==> config.mk <==
export PLATFORM = sky130hd
export DESIGN_NAME = irq_csr
export DESIGN_NICKNAME = d
export VERILOG_FILES = /design/src/rtl/irq_csr_pkg.sv /design/src/rtl/irq_pend_flag.sv /design/src/rtl/irq_evt_counter.sv /design/src/rtl/irq_csr.sv
export SDC_FILE = /design/constraint.sdc
export NUM_CORES = 1
export LEC_CHECK = 0
export BUFFER_PORTS_ARGS = -buffer_cell sky130_fd_sc_hd__buf_2
export CORE_ASPECT_RATIO = 1.4
export CORE_UTILIZATION = 35
export DETAILED_ROUTE_END_ITERATION = 7
export GPL_ROUTABILITY_DRIVEN = 0
export PLACE_DENSITY = 0.79
export SETUP_SLACK_MARGIN = 0.15
export SLEW_MARGIN = 20
export SYNTH_ARGS = -nofsm -noshare
export SYNTH_HDL_FRONTEND = slang
export SYNTH_SLANG_ARGS = --single-unit
==> constraint.sdc <==
create_clock -name clk_i -period 2.1 [get_ports clk_i]
set_clock_uncertainty 0.15 [all_clocks]
set_input_delay 0.105 -clock clk_i [delete_from_list [all_inputs] [get_ports clk_i]]
set_output_delay 0.105 -clock clk_i [all_outputs]
set_load 0.01 [all_outputs]
==> src/rtl/irq_csr_pkg.sv <==
package irq_csr_pkg;
  localparam int unsigned WORD_W  = 32;
  localparam int unsigned EN_BIT  = 0;
  localparam int unsigned PND_BIT = 1;
  localparam int unsigned CNT_LSB = 2;
endpackage

==> src/rtl/irq_pend_flag.sv <==
module irq_pend_flag (
  input  logic clk_i,
  input  logic rst_ni,
  input  logic set_i,
  input  logic clr_i,
  output logic q_o
);
  always_ff @(posedge clk_i or negedge rst_ni) begin
    if (!rst_ni)     q_o <= 1'b0;
    else if (set_i)  q_o <= 1'b1;  // hardware set wins over software clear
    else if (clr_i)  q_o <= 1'b0;
  end

  p_set_wins_r4: assert property (@(posedge clk_i) disable iff (!rst_ni)
    set_i |=> q_o);
  p_w1c_clears_r3: assert property (@(posedge clk_i) disable iff (!rst_ni)
    (clr_i && !set_i) |=> !q_o);
  p_hold_r3: assert property (@(posedge clk_i) disable iff (!rst_ni)
    (!clr_i && !set_i) |=> (q_o == $past(q_o)));
endmodule

==> src/rtl/irq_evt_counter.sv <==
module irq_evt_counter #(
  parameter int unsigned CNT_W = 8
) (
  input  logic             clk_i,
  input  logic             rst_ni,
  input  logic             inc_i,
  input  logic             rd_clr_i,
  output logic [CNT_W-1:0] cnt_o
);
  localparam logic [CNT_W-1:0] CNT_MAX = {CNT_W{1'b1}};
  localparam logic [CNT_W-1:0] CNT_ONE = {{(CNT_W-1){1'b0}}, 1'b1};

  logic [CNT_W-1:0] cnt_d;

  always_comb begin
    cnt_d = cnt_o;
    if (rd_clr_i)                      cnt_d = inc_i ? CNT_ONE : '0;
    else if (inc_i && cnt_o != CNT_MAX) cnt_d = cnt_o + CNT_ONE;
  end

  always_ff @(posedge clk_i or negedge rst_ni) begin
    if (!rst_ni) cnt_o <= '0;
    else         cnt_o <= cnt_d;
  end

  p_inc_r5: assert property (@(posedge clk_i) disable iff (!rst_ni)
    (!rd_clr_i && inc_i && cnt_o != CNT_MAX) |=> (cnt_o == $past(cnt_o) + CNT_ONE));
  p_no_overflow_r6: assert property (@(posedge clk_i) disable iff (!rst_ni)
    (!rd_clr_i && cnt_o == CNT_MAX) |=> (cnt_o == CNT_MAX));
  p_rd_clear_r7: assert property (@(posedge clk_i) disable iff (!rst_ni)
    (rd_clr_i && !inc_i) |=> (cnt_o == '0));
  p_rd_evt_keep_r8: assert property (@(posedge clk_i) disable iff (!rst_ni)
    (rd_clr_i && inc_i) |=> (cnt_o == CNT_ONE));
endmodule

==> src/rtl/irq_csr.sv <==
module irq_csr
  import irq_csr_pkg::*;
#(
  parameter int unsigned CNT_W = 8
) (
  input  logic              clk_i,
  input  logic              rst_ni,
  input  logic              wr_en_i,
  input  logic [WORD_W-1:0] wr_data_i,
  input  logic              rd_en_i,
  output logic [WORD_W-1:0] rd_data_o,
  input  logic              event_i,
  input  logic              raw_i,
  output logic              irq_o
);
  localparam int unsigned CNT_MSB = CNT_LSB + CNT_W - 1;
  localparam int unsigned RAW_BIT = CNT_MSB + 1;

  logic             en_q;
  logic             pend_q;
  logic [CNT_W-1:0] cnt_q;

  always_ff @(posedge clk_i or negedge rst_ni) begin
    if (!rst_ni)      en_q <= 1'b0;
    else if (wr_en_i) en_q <= wr_data_i[EN_BIT];
  end

  irq_pend_flag u_pend (
    .clk_i  (clk_i),
    .rst_ni (rst_ni),
    .set_i  (event_i),
    .clr_i  (wr_en_i & wr_data_i[PND_BIT]),
    .q_o    (pend_q)
  );

  irq_evt_counter #(.CNT_W(CNT_W)) u_cnt (
    .clk_i    (clk_i),
    .rst_ni   (rst_ni),
    .inc_i    (event_i),
    .rd_clr_i (rd_en_i),
    .cnt_o    (cnt_q)
  );

  always_comb begin
    rd_data_o                   = '0;
    rd_data_o[EN_BIT]           = en_q;
    rd_data_o[PND_BIT]          = pend_q;
    rd_data_o[CNT_MSB:CNT_LSB]  = cnt_q;
    rd_data_o[RAW_BIT]          = raw_i;
  end

  assign irq_o = en_q & pend_q;

  p_enable_wr_r2: assert property (@(posedge clk_i) disable iff (!rst_ni)
    wr_en_i |=> (rd_data_o[EN_BIT] == $past(wr_data_i[EN_BIT])));
  p_enable_hold_r2: assert property (@(posedge clk_i) disable iff (!rst_ni)
    !wr_en_i |=> $stable(en_q));
  p_irq_needs_pend_r11: assert property (@(posedge clk_i) disable iff (!rst_ni)
    (wr_en_i && wr_data_i[PND_BIT] && !event_i) |=> !irq_o);
endmodule

### After elaboration in Yosys (flattened, before gate mapping)

Index checks and enable logic that the tools add are counted.

| word-level totals | value |
|---|---|
| bits of input ports | 38 |
| output and inout bits | 33 |
| register bits | 10 |

| operators by class | value |
|---|---|
| reduce and logical (&&, ||, !) cells | 3 |
| muxes and demuxes | 5 |
| equal/unequal tests | 1 |
| add/subtract/negate cells | 1 |
| bitwise operators | 2 |

Operator list:

| operator | number |
|---|---|
| two-way mux 8 bit | 2 |
| adder 8 x 1 -> 8 bit (second input constant) | 1 |
| != test 8 bit (second input constant) | 1 |
| nonzero test 2 bit | 2 |
| two-way mux 1 bit | 3 |
| bitwise AND 1 bit | 2 |
| logical AND 1 bit | 1 |

### Logic depth before layout (Yosys ltp)

Gate-level depths: netlist (run 1).

| logic depth | value |
|---|---|
| word-level depth | 4 |
| gate-level depth with buffers | 5 |

### Cells and area by module

From an unflattened synthesis (run 1), not the netlist that was laid out.

| second synthesis, totals | value |
|---|---|
| cells, all modules | 79 |
| area total of the unflattened synthesis | 747.0 um^2 |

Modules (own cells, without submodules):

| module | cells each | area an instance (um^2) | instances |
|---|---|---|---|
| irq_evt_counter | 47 | 473.0 | 1 |
| irq_csr | 29 | 237.7 | 1 |
| irq_pend_flag | 3 | 36.3 | 1 |

### Least setup slack after synthesis (run 1)

OpenSTA, ideal clock, no wires.

| path | value |
|---|---|
| path kind | register to register |
| start point | register u_cnt.cnt_o[0] |
| end point | register u_cnt.cnt_o[5] |
| path slack | 0.540 ns |
| stages on the path, launching flop included | 6 |
| data required time | 1.872 ns |
| setup time | 0.078 ns |
| data arrival time | 1.332 ns |
| path through | dfrtp_1 -> ha_1 -> nand4_2 -> o21ai_4 -> or3_1 -> a21oi_1 |

| between the ends | value |
|---|---|
| longest elaborated chain between the ends | 3 |
| elaborated cells on any way between the ends | 6 |
| classes of those cells | 1 x add/sub; 1 x eq/ne; 2 x mux; 2 x reduce/logical |

Ends and longest elaborated chain:

| element | line | text |
|---|---|---|
| from (decl) | irq_evt_counter.sv:8 | `output logic [CNT_W-1:0] cnt_o` |
| from (signal assigned) | irq_evt_counter.sv:23 | `else cnt_o <= cnt_d;` |
| adder 8 x 1 -> 8 bit / != test 8 bit (equally long branches) | irq_evt_counter.sv:18 | `else if (inc_i && cnt_o != CNT_MAX) cnt_d = cnt_o + CNT_ONE;` |
| two-way mux 8 bit / logical AND 1 bit (equally long branches) | irq_evt_counter.sv:18 |  |
| two-way mux 8 bit / nonzero test 2 bit (equally long branches) | n/a |  |

Parallel ways exist; a longest one is shown, timed or not. The select of a mux whose other input is x is not followed.
A chain may end at the register's enable or synchronous reset.

### Final worst setup path (run 1)

Ends and elaborated chain as after synthesis.

==> impl_metrics.ini, run 1 <==
[outcome]
status = finished, final reports clean

[clock_network]
cts.clk_slew.worst_paths_ps = 70
cts_inserted_buffers = 3
cts_root_buffer = clkbuf_4
insertion_delay_ps = 270
clockBufferDepth = 2
htreeDepth = 1
cts_resized = 0
cts.sinks = 10
tritoncts = built

[power]
power_density_mw_per_mm2 = 582.3
p_leak_nw = 0.4091
fin_total_pwr_uw = 464.8
vdd_drop_max_mv = 0.3094

[logic_synthesis]
yosysMostFrequentCell = buf_4
synth_area_um2 = 700.7
synth_seq_cells = 10
yosysWarnings = 0
ys_types = 31
yosys.area.top_type_share = 0.3571
synthCells = 73
seq_area_frac_synth = 0.3571
synth_edf_count = 0
synth_flop_cell = dfrtp_1
yosys.area.top_type = dfrtp_1
postSynthAreaPerCell_um2 = 9.598
synth_area_leaders = dfrtp_1 36%, buf_4 26%, o21ai_4 2.3%, a21oi_1 2.1%, nand3b_1 2.1%
ys_async_sr_fraction = 1.000
synth_commonest_cells = 24 x buf_4, 10 x dfrtp_1, 3 x a21oi_1

[detailed_routing]
wl_per_cell_um = 10.43
vias = 551
drt_iter0_drc = 10
drt_first_pass_iters = 4
routed_wl_mm = 1.199
route.detailed.drc = 0
viasPerCell = 4.791
antenna_left = 0

[final_layout]
instances_no_fill = 115
drive_above_1_share = 0.3053
fin_area_um2 = 798.3
fin_util = 0.4376
layout.nets = 135
diodes = 0
area_delta_synth_final_pct = 13.93

[critical_path]
cp.arrival_ps = 1640
endpoint_kind = flop
cp_max_fo = 7
path_cells = ha_1 > nand4_2 > o21ai_4 > or3_1 > a21oi_1
cpMaxStageDelayCell = dfrtp_1
required_ps = 2150
regToRegSetupSlack_ps = 510
path_class = reg -> reg
slowest_delay_ps = 410
startpoint_type = flop

[floorplanning]
dieHeight_um = 54.94
chipWidth_um = 39.82
core_area_mm2 = 0.001824
start_util = 0.3841
die-area_mm2 = 0.002187
rows = 18
ios = 71

[placement]
portBuffers = 17
dp.final_hpwl_um = 869.1
dp_cells = 105
dpl_cell_area_um2 = 701.9

[worst_hold_path]
hold_class = in -> reg

[global_route]
overflow = 0
grt_pass1_wl_mm = 1.952
grt_max_degree = 11
grt_pass1_vias = 459
track_usage = 0.1327
antenna_found_initial = 0

[sta]
hold_violations = 0
maxSlewViolCount = 0
rsz0062_at_grt = no
period_needed_ps = 1591
tns_ps = 0
max_freq_mhz = 628.4
min_period_over_period = 0.7578
finalSetupViolations = 0

[run]
max_cap_violations = 0
## layout make-up
type                       count  area (um^2)
clock buffer                   4        36.28
fill                         181         1026
inverter                       3        11.26
multi-input combinational     55        330.3
sequential                    10        250.2
tap                           20        25.02
timing repair buffer          23        145.1
## worst max-delay path, delay by kind of cell (launching register included)
kind                     cells  cell delay (ps)
flip-flops                   1              410
AO/OA/AOI/OAI                2              230
AND/OR/NAND/NOR              2              470
adder cells (fa/ha/maj)      1              250
## per-layer routing
metal	part of all wire	wire length, um	GRT usage	vias up
li1	-	-	-	255
met5	0	0	0	-
met3	0.083	99	0.03600	4
met1	0.40	481	0.1479	250
met4	0.011	13	0.05172	0
met2	0.50	605	0.2322	42
## state kept, by name (all words and copies together), names as in the netlist
signal,flops
en_q,1
u_cnt.cnt_o,8
u_pend.q_o,1
## cell usage in the layout (no fill, tap or decap), types with 3 or more instances in the layout
cell	n
dlygate4sd3_1	6
a21oi_1	3
clkbuf_4	3
buf_2	17
conb_1	21
dfrtp_1	10
## final timing paths
| path | start | end | cells past startpoint |
|---|---|---|---|
| setup / recovery | u_cnt.cnt_o[0]$_DFFE_PN0P_ | u_cnt.cnt_o[5]$_DFFE_PN0P_ | 5 |
| hold / removal | event_i | u_pend.q_o$_DFFE_PN0P_ | 2 |
| setup reg to reg | u_cnt.cnt_o[0]$_DFFE_PN0P_ | u_cnt.cnt_o[5]$_DFFE_PN0P_ | 5 |
| hold reg to reg | u_pend.q_o$_DFFE_PN0P_ | u_pend.q_o$_DFFE_PN0P_ | 1 |
| max in group asynchronous | rst_ni | u_cnt.cnt_o[1]$_DFFE_PN0P_ | 2 |
| min in group asynchronous | rst_ni | u_cnt.cnt_o[4]$_DFFE_PN0P_ | 2 |
## through the flow
stage | setup WS, ps | hold WS, ps
finish | 508.7 | 23.92
global route | 382.5 | 49.55
CTS | 498.3 | 25.51
detailed placement | 514.4 | -168.2
global placement | 539.6 | -178.0
floorplan | 540.5 | -340.6
## logic make-up (layout without fill, tap and decap cells)
| kind of cell | count (synthesis) | count (layout) | synth area share |
|---|---|---|---|
| fa+ha+maj | 1 | 1 | 0.01785 |
| simple gates | 17 | 17 | 0.1500 |
| other cells | 1 | 21 | 0.005352 |
| mux | 2 | 2 | 0.03036 |
| flops | 10 | 10 | 0.3571 |
| xor+xnor | 1 | 1 | 0.01250 |
| compound gates | 13 | 13 | 0.1482 |
| buf+inv | 28 | 30 | 0.2786 |
## power breakdown
part           internal [mW]  total [mW]  switching, mW
logic                 0.0330      0.0807         0.0477
clock network          0.105       0.174         0.0691
registers              0.201       0.210        0.00853
total                  0.339       0.465          0.125
## what timing repair did
item                      CTS  global route
hold endpoints to repair   18             0
setup buffers               0             0
hold buffers                6             0
No activity file was read; power rests on OpenSTA's default activity.
==> run 2, diff against run 1 <==
--- a/config.mk
+++ b/config.mk
@@ -5,12 +5,13 @@
 export SDC_FILE = /design/constraint.sdc
 export NUM_CORES = 1
 export LEC_CHECK = 0
+export ABC_AREA = 1
 export BUFFER_PORTS_ARGS = -buffer_cell sky130_fd_sc_hd__buf_2
 export CORE_ASPECT_RATIO = 1.4
-export CORE_UTILIZATION = 35
+export CORE_UTILIZATION = 32
 export DETAILED_ROUTE_END_ITERATION = 7
 export GPL_ROUTABILITY_DRIVEN = 0
-export PLACE_DENSITY = 0.79
+export PLACE_DENSITY = 0.74
 export SETUP_SLACK_MARGIN = 0.15
 export SLEW_MARGIN = 20
 export SYNTH_ARGS = -nofsm -noshare
==> constraint.sdc (replaced) <==
create_clock -name clk_i -period 1.35 [get_ports clk_i]
set_clock_uncertainty 0.15 [all_clocks]
set_input_delay 0.0675 -clock clk_i [delete_from_list [all_inputs] [get_ports clk_i]]
set_output_delay 0.0675 -clock clk_i [all_outputs]
set_load 0.01 [all_outputs]
==> impl_metrics.ini, run 2 <==
[logic_synthesis]
synth_commonest_cells = 24 x buf_4, 24 x nand2_1, 10 x dfrtp_1
yosysWarnings = 0
synth_seq_cells = 10
yosys.area.top_type_share = 0.3289
synth_area_leaders = dfrtp_1 33%, buf_4 24%, nand2_1 12%, inv_1 3.5%, nor2_1 3.5%
ys_types = 23
synth_flop_cell = dfrtp_1
synth_area_um2 = 760.7
postSynthAreaPerCell_um2 = 7.532
seq_area_frac_synth = 0.3289
synthCells = 101
ys_async_sr_fraction = 1.000
synth_edf_count = 0
yosys.area.top_type = dfrtp_1

[global_route]
overflow = 0
grt_max_degree = 11
grt_pass1_wl_mm = 2.477
track_usage = 0.1302
antenna_found_initial = 0
grt_pass1_vias = 592

[final_layout]
regMostFlops = u_cnt.cnt_o
final_common_cell = conb_1
mostFrequentLayoutCells = 21 x conb_1, 19 x nand2_1, 16 x buf_2
fin_area_um2 = 983.4
diodes = 0
drive_above_1_share = 0.3507
largest_reg_flops = 8
layout.nets = 174
instances_no_fill = 156
reg.largest.list = u_cnt.cnt_o (8), en_q (1), u_pend.q_o (1)
area_delta_synth_final_pct = 29.28

[floorplanning]
ios = 71
die-area_mm2 = 0.002579
dieHeight_um = 59.69
start_util = 0.3455
rows = 20
chipWidth_um = 43.21
core_area_mm2 = 0.002202

[detailed_routing]
route.detailed.drc = 0
antenna_left = 0
routed_wl_mm = 1.588
drt_first_pass_iters = 4
viasPerCell = 4.417
vias = 689
drt_iter0_drc = 14
wl_per_cell_um = 10.18

[critical_path]
required_ps = 1420
path_class = reg -> reg
cp.arrival_ps = 1480
cp_max_fo = 7
startpoint_type = flop
endpoint_kind = flop

[power]
p_sw_frac = 0.2980
p_int_uw = 556.5
vdd_drop_max_mv = 0.4599
power_density_mw_per_mm2 = 806.0
p_clk_frac = 0.357
seq_power_share = 0.415
p_leak_nw = 0.5525
comb_power_share = 0.227
switchingPower_uw = 236.2

[sta]
rsz0062_at_grt = yes
fin_ws_ps = -63.33
finalSetupViolations = 7
hold_violations = 0
maxSlewViolCount = 0
tns_ps = -304.8
max_freq_mhz = 707.6
period_needed_ps = 1413
min_period_over_period = 1.047

[placement]
portBuffers = 17
dpl_cell_area_um2 = 823.3
dp_cells = 143
dp.final_hpwl_mm = 1.105

[clock_network]
tritoncts = built
cts_inserted_buffers = 3
insertion_delay_ps = 280
cts.sinks = 10
htreeDepth = 1
clockBufferDepth = 2
cts.clk_slew.worst_paths_ps = 70
cts_root_buffer = clkbuf_4

[run]
max_cap_violations = 0

[outcome]
status = complete, but fails checks
violations = setup timing

[worst_hold_path]
hold_class = in -> reg
[run 2: cell types whose count changed after synthesis, sizes merged, moves of 2 or more]
cell,change
nand2,+27
nand3b,-2
clkinv,+2
and3,-2
inv,+5
nor2,+6
nand3,+3
o211ai,-2
[run 2: cells by family (layout without fill, tap and decap cells)]
group	after synthesis	after routing	share of synthesized area
XOR/XNOR	1	1	0.01152
AND/OR/NAND/NOR	45	45	0.2714
multiplexers	1	1	0.01480
AO/OA/AOI/OAI	8	8	0.05922
flip-flops	10	10	0.3289
adder cells (fa/ha/maj)	1	1	0.01644
buffers and inverters	34	47	0.2928
other	1	21	0.004929
[run 2: cell type report]
type                    count  area (um^2)
well taps                  22        27.53
fillers                   231         1219
repair buffers             33        232.7
inverters                  10        42.54
clock buffers               4        36.28
multi-input cells          77        392.9
flip-flops and latches     10        251.5
[run 2: final timing paths]
kind | depth (start not counted) | to | startpoint | slack [ps]
max in group asynchronous | 2 | u_cnt.cnt_o[2]$_DFFE_PN0P_ | rst_ni | 810
max | 8 | u_cnt.cnt_o[4]$_DFFE_PN0P_ | u_cnt.cnt_o[0]$_DFFE_PN0P_ | -60
min | 5 | u_cnt.cnt_o[5]$_DFFE_PN0P_ | event_i | 10
max reg2reg | 8 | u_cnt.cnt_o[4]$_DFFE_PN0P_ | u_cnt.cnt_o[0]$_DFFE_PN0P_ | -60
min in group asynchronous | 2 | u_pend.q_o$_DFFE_PN0P_ | rst_ni | 20
min reg2reg | 2 | u_pend.q_o$_DFFE_PN0P_ | u_pend.q_o$_DFFE_PN0P_ | 350
[run 2: routing by layer]
metal,track usage,vias to the layer above,share of wire
met5,0,-,0
met4,0.07792,0,0.023
met3,0.02115,5,0.069
met2,0.2196,44,0.49
met1,0.1531,303,0.42
li1,-,337,-
[run 2: worst max-delay path, stage by stage, from the launching register on]
cell	delay (ps)
dfrtp_1	400
ha_4	170
nand2_4	60
nor2_4	110
nand2_2	70
nand2_2	70
nand2_4	90
buf_4	150
a21oi_2	90
[run 2: timing repair]
item	CTS	global route
pin swaps	5	4
endpoints found under the setup margin	9	12
resized for setup	6	4
hold buffers	7	0
buffers inserted	0	2
hold endpoints to repair	16	0
[run 2: power by group through the flow]
stage / logic [mW] / registers [mW] / clock network, mW
2_1_floorplan: 0.130 / 0.339 / 0
3_3_place_gp: 0.142 / 0.329 / 0
3_5_place_dp: 0.145 / 0.330 / 0
4_1_cts: 0.171 / 0.329 / 0.287
5_1_grt: 0.201 / 0.330 / 0.297
6_report: 0.180 / 0.329 / 0.283
[run 2: stage by stage]
| stage | hold slack [ps] | worst slack (ps) | utilization | total power, mW |
|---|---|---|---|---|
| 3_3_place_gp | -209.5 | -17.65 | 0.3739 | 0.4712 |
| 2_1_floorplan | -378.1 | -49.69 | - | 0.4684 |
| 6_report | 12.78 | -63.33 | 0.4466 | 0.7926 |
| 4_1_cts | 13.33 | -61.75 | 0.4352 | 0.7867 |
| 5_1_grt | 47.09 | -125.1 | 0.4466 | 0.8283 |
| 3_5_place_dp | -202.0 | -56.88 | 0.3739 | 0.4752 |
==> run 3, diff against run 2 <==
--- a/config.mk
+++ b/config.mk
@@ -12,6 +12,7 @@
 export DETAILED_ROUTE_END_ITERATION = 7
 export GPL_ROUTABILITY_DRIVEN = 0
 export PLACE_DENSITY = 0.74
+export RECOVER_POWER = 50
 export SETUP_SLACK_MARGIN = 0.15
 export SLEW_MARGIN = 20
 export SYNTH_ARGS = -nofsm -noshare
==> impl_metrics.ini, run 3 (synthesized netlist as in run 2, its figures left out) <==
[final_layout]
mostFrequentLayoutCells = 21 x conb_1, 19 x nand2_1, 15 x buf_2
instances_no_fill = 156
largest_reg_flops = 8
final_common_cell = conb_1
regMostFlops = u_cnt.cnt_o
reg.largest.list = u_cnt.cnt_o (8), en_q (1), u_pend.q_o (1)
fin_util = 0.4460
fin_area_um2 = 982.2
layout.nets = 174
diodes = 0
area_delta_synth_final_pct = 29.11
drive_above_1_share = 0.3433

[critical_path]
required_ps = 1420
endpoint_kind = flop
cp_max_fo = 7
slowest_delay_ps = 400
cp.arrival_ps = 1480
path_cells = ha_4 > nand2_4 > nor2_4 > nand2_2 > nand2_2 > nand2_4 > buf_4 > a21oi_2
cpMaxStageDelayCell = dfrtp_1
path_class = reg -> reg
startpoint_type = flop

[power]
p_clk_frac = 0.357
p_int_uw = 556.0
vdd_drop_max_mv = 0.4599
p_sw_frac = 0.2981
power_density_mw_per_mm2 = 806.6
switchingPower_uw = 236.2
comb_power_share = 0.227
p_leak_nw = 0.5498
seq_power_share = 0.416

[detailed_routing]
wl_per_cell_um = 10.17
drt_iter0_drc = 14
routed_wl_mm = 1.587
viasPerCell = 4.417
route.detailed.drc = 0
drt_first_pass_iters = 4
vias = 689
antenna_left = 0

[sta]
hold_violations = 0
tns_ps = -304.8
fin_ws_ps = -63.33
min_period_over_period = 1.047
period_needed_ps = 1413
finalSetupViolations = 7
worstMarginPinSlew_ps = 579.5
max_freq_mhz = 707.6
rsz0062_at_grt = yes
maxSlewViolCount = 0
timing.slew.headroom = 0.6137

[clock_network]
cts.sinks = 10
insertion_delay_ps = 280
cts_root_buffer = clkbuf_4
htreeDepth = 1
cts_inserted_buffers = 3
cts.clk_slew.worst_paths_ps = 70
tritoncts = built
clockBufferDepth = 2

[placement]
portBuffers = 17
dp.final_hpwl_mm = 1.105
dp_cells = 143
dpl_cell_area_um2 = 823.3

[global_route]
track_usage = 0.1302
antenna_found_initial = 0
overflow = 0
grt_pass1_vias = 592
grt_pass1_wl_mm = 2.477
grt_max_degree = 11

[floorplanning]
rows = 20
chipWidth_um = 43.21
start_util = 0.3455
dieHeight_um = 59.69
die-area_mm2 = 0.002579
ios = 71
core_area_mm2 = 0.002202

[outcome]
status = complete, but fails checks
violations = setup timing

[worst_hold_path]
hold_class = in -> reg

[run]
max_cap_violations = 0
## run 3: cell count changes in the layout (fill, tap and decap cells not counted), sizes merged
cell and change:
clkbuf +1, buf -1
## run 3: power by group through the flow
| stage | Sequential, mW | Clock, mW | Combinational (mW) |
|---|---|---|---|
| 2_1_floorplan | 0.339 | 0 | 0.130 |
| 3_5_place_dp | 0.330 | 0 | 0.145 |
| 6_report | 0.329 | 0.283 | 0.180 |
| 5_1_grt | 0.330 | 0.297 | 0.200 |
| 3_3_place_gp | 0.329 | 0 | 0.142 |
| 4_1_cts | 0.329 | 0.287 | 0.171 |
## run 3: layout make-up
type | instances | area [um^2]
clock buffer | 4 | 36.28
fill | 232 | 1220
inverter | 10 | 42.54
multi-input combinational | 77 | 392.9
sequential | 10 | 251.5
tap | 22 | 27.53
timing repair buffer | 33 | 231.5
## run 3: critical path: cells and delay by family (launching register included)
family	cells	cell delay (ps)
flops	1	400
simple gates	5	400
fa+ha+maj	1	170
buf+inv	1	150
compound gates	1	90
## run 3: worst paths after layout
kind                                       startpoint  depth (start not counted)                         end  slack, ps
max                        u_cnt.cnt_o[0]$_DFFE_PN0P_                          8  u_cnt.cnt_o[4]$_DFFE_PN0P_        -60
min reg2reg                    u_pend.q_o$_DFFE_PN0P_                          2      u_pend.q_o$_DFFE_PN0P_        350
min in group asynchronous                      rst_ni                          2      u_pend.q_o$_DFFE_PN0P_        140
min                                           event_i                          5  u_cnt.cnt_o[5]$_DFFE_PN0P_         10
max reg2reg                u_cnt.cnt_o[0]$_DFFE_PN0P_                          8  u_cnt.cnt_o[4]$_DFFE_PN0P_        -60
max in group asynchronous                      rst_ni                          2  u_cnt.cnt_o[2]$_DFFE_PN0P_        500
## run 3: what timing repair did
item / 4_1_cts / 5_1_grt
resized for setup: 6 / 4
setup endpoints to repair: 9 / 12
hold endpoints to repair: 16 / 0
pin swaps: 5 / 4
hold buffers: 7 / 0
buffers inserted: 0 / 2
## run 3: per-stage QoR
step	setup WS, ps	hold WS [ps]	power [mW]
final	-63.33	12.78	0.7922
after detailed placement	-56.88	-202.0	0.4752
after CTS	-61.75	13.33	0.7867
after floorplan	-49.69	-378.1	0.4684
after global placement	-17.65	-209.5	0.4712
after global routing	-125.1	47.09	0.8279
## run 3: metal layers
layer / vias up / share of wire / track usage
li1: 337 / - / -
met1: 303 / 0.42 / 0.1531
met2: 44 / 0.49 / 0.2196
met3: 5 / 0.069 / 0.02115
met4: 0 / 0.023 / 0.07792
met5: - / 0 / 0
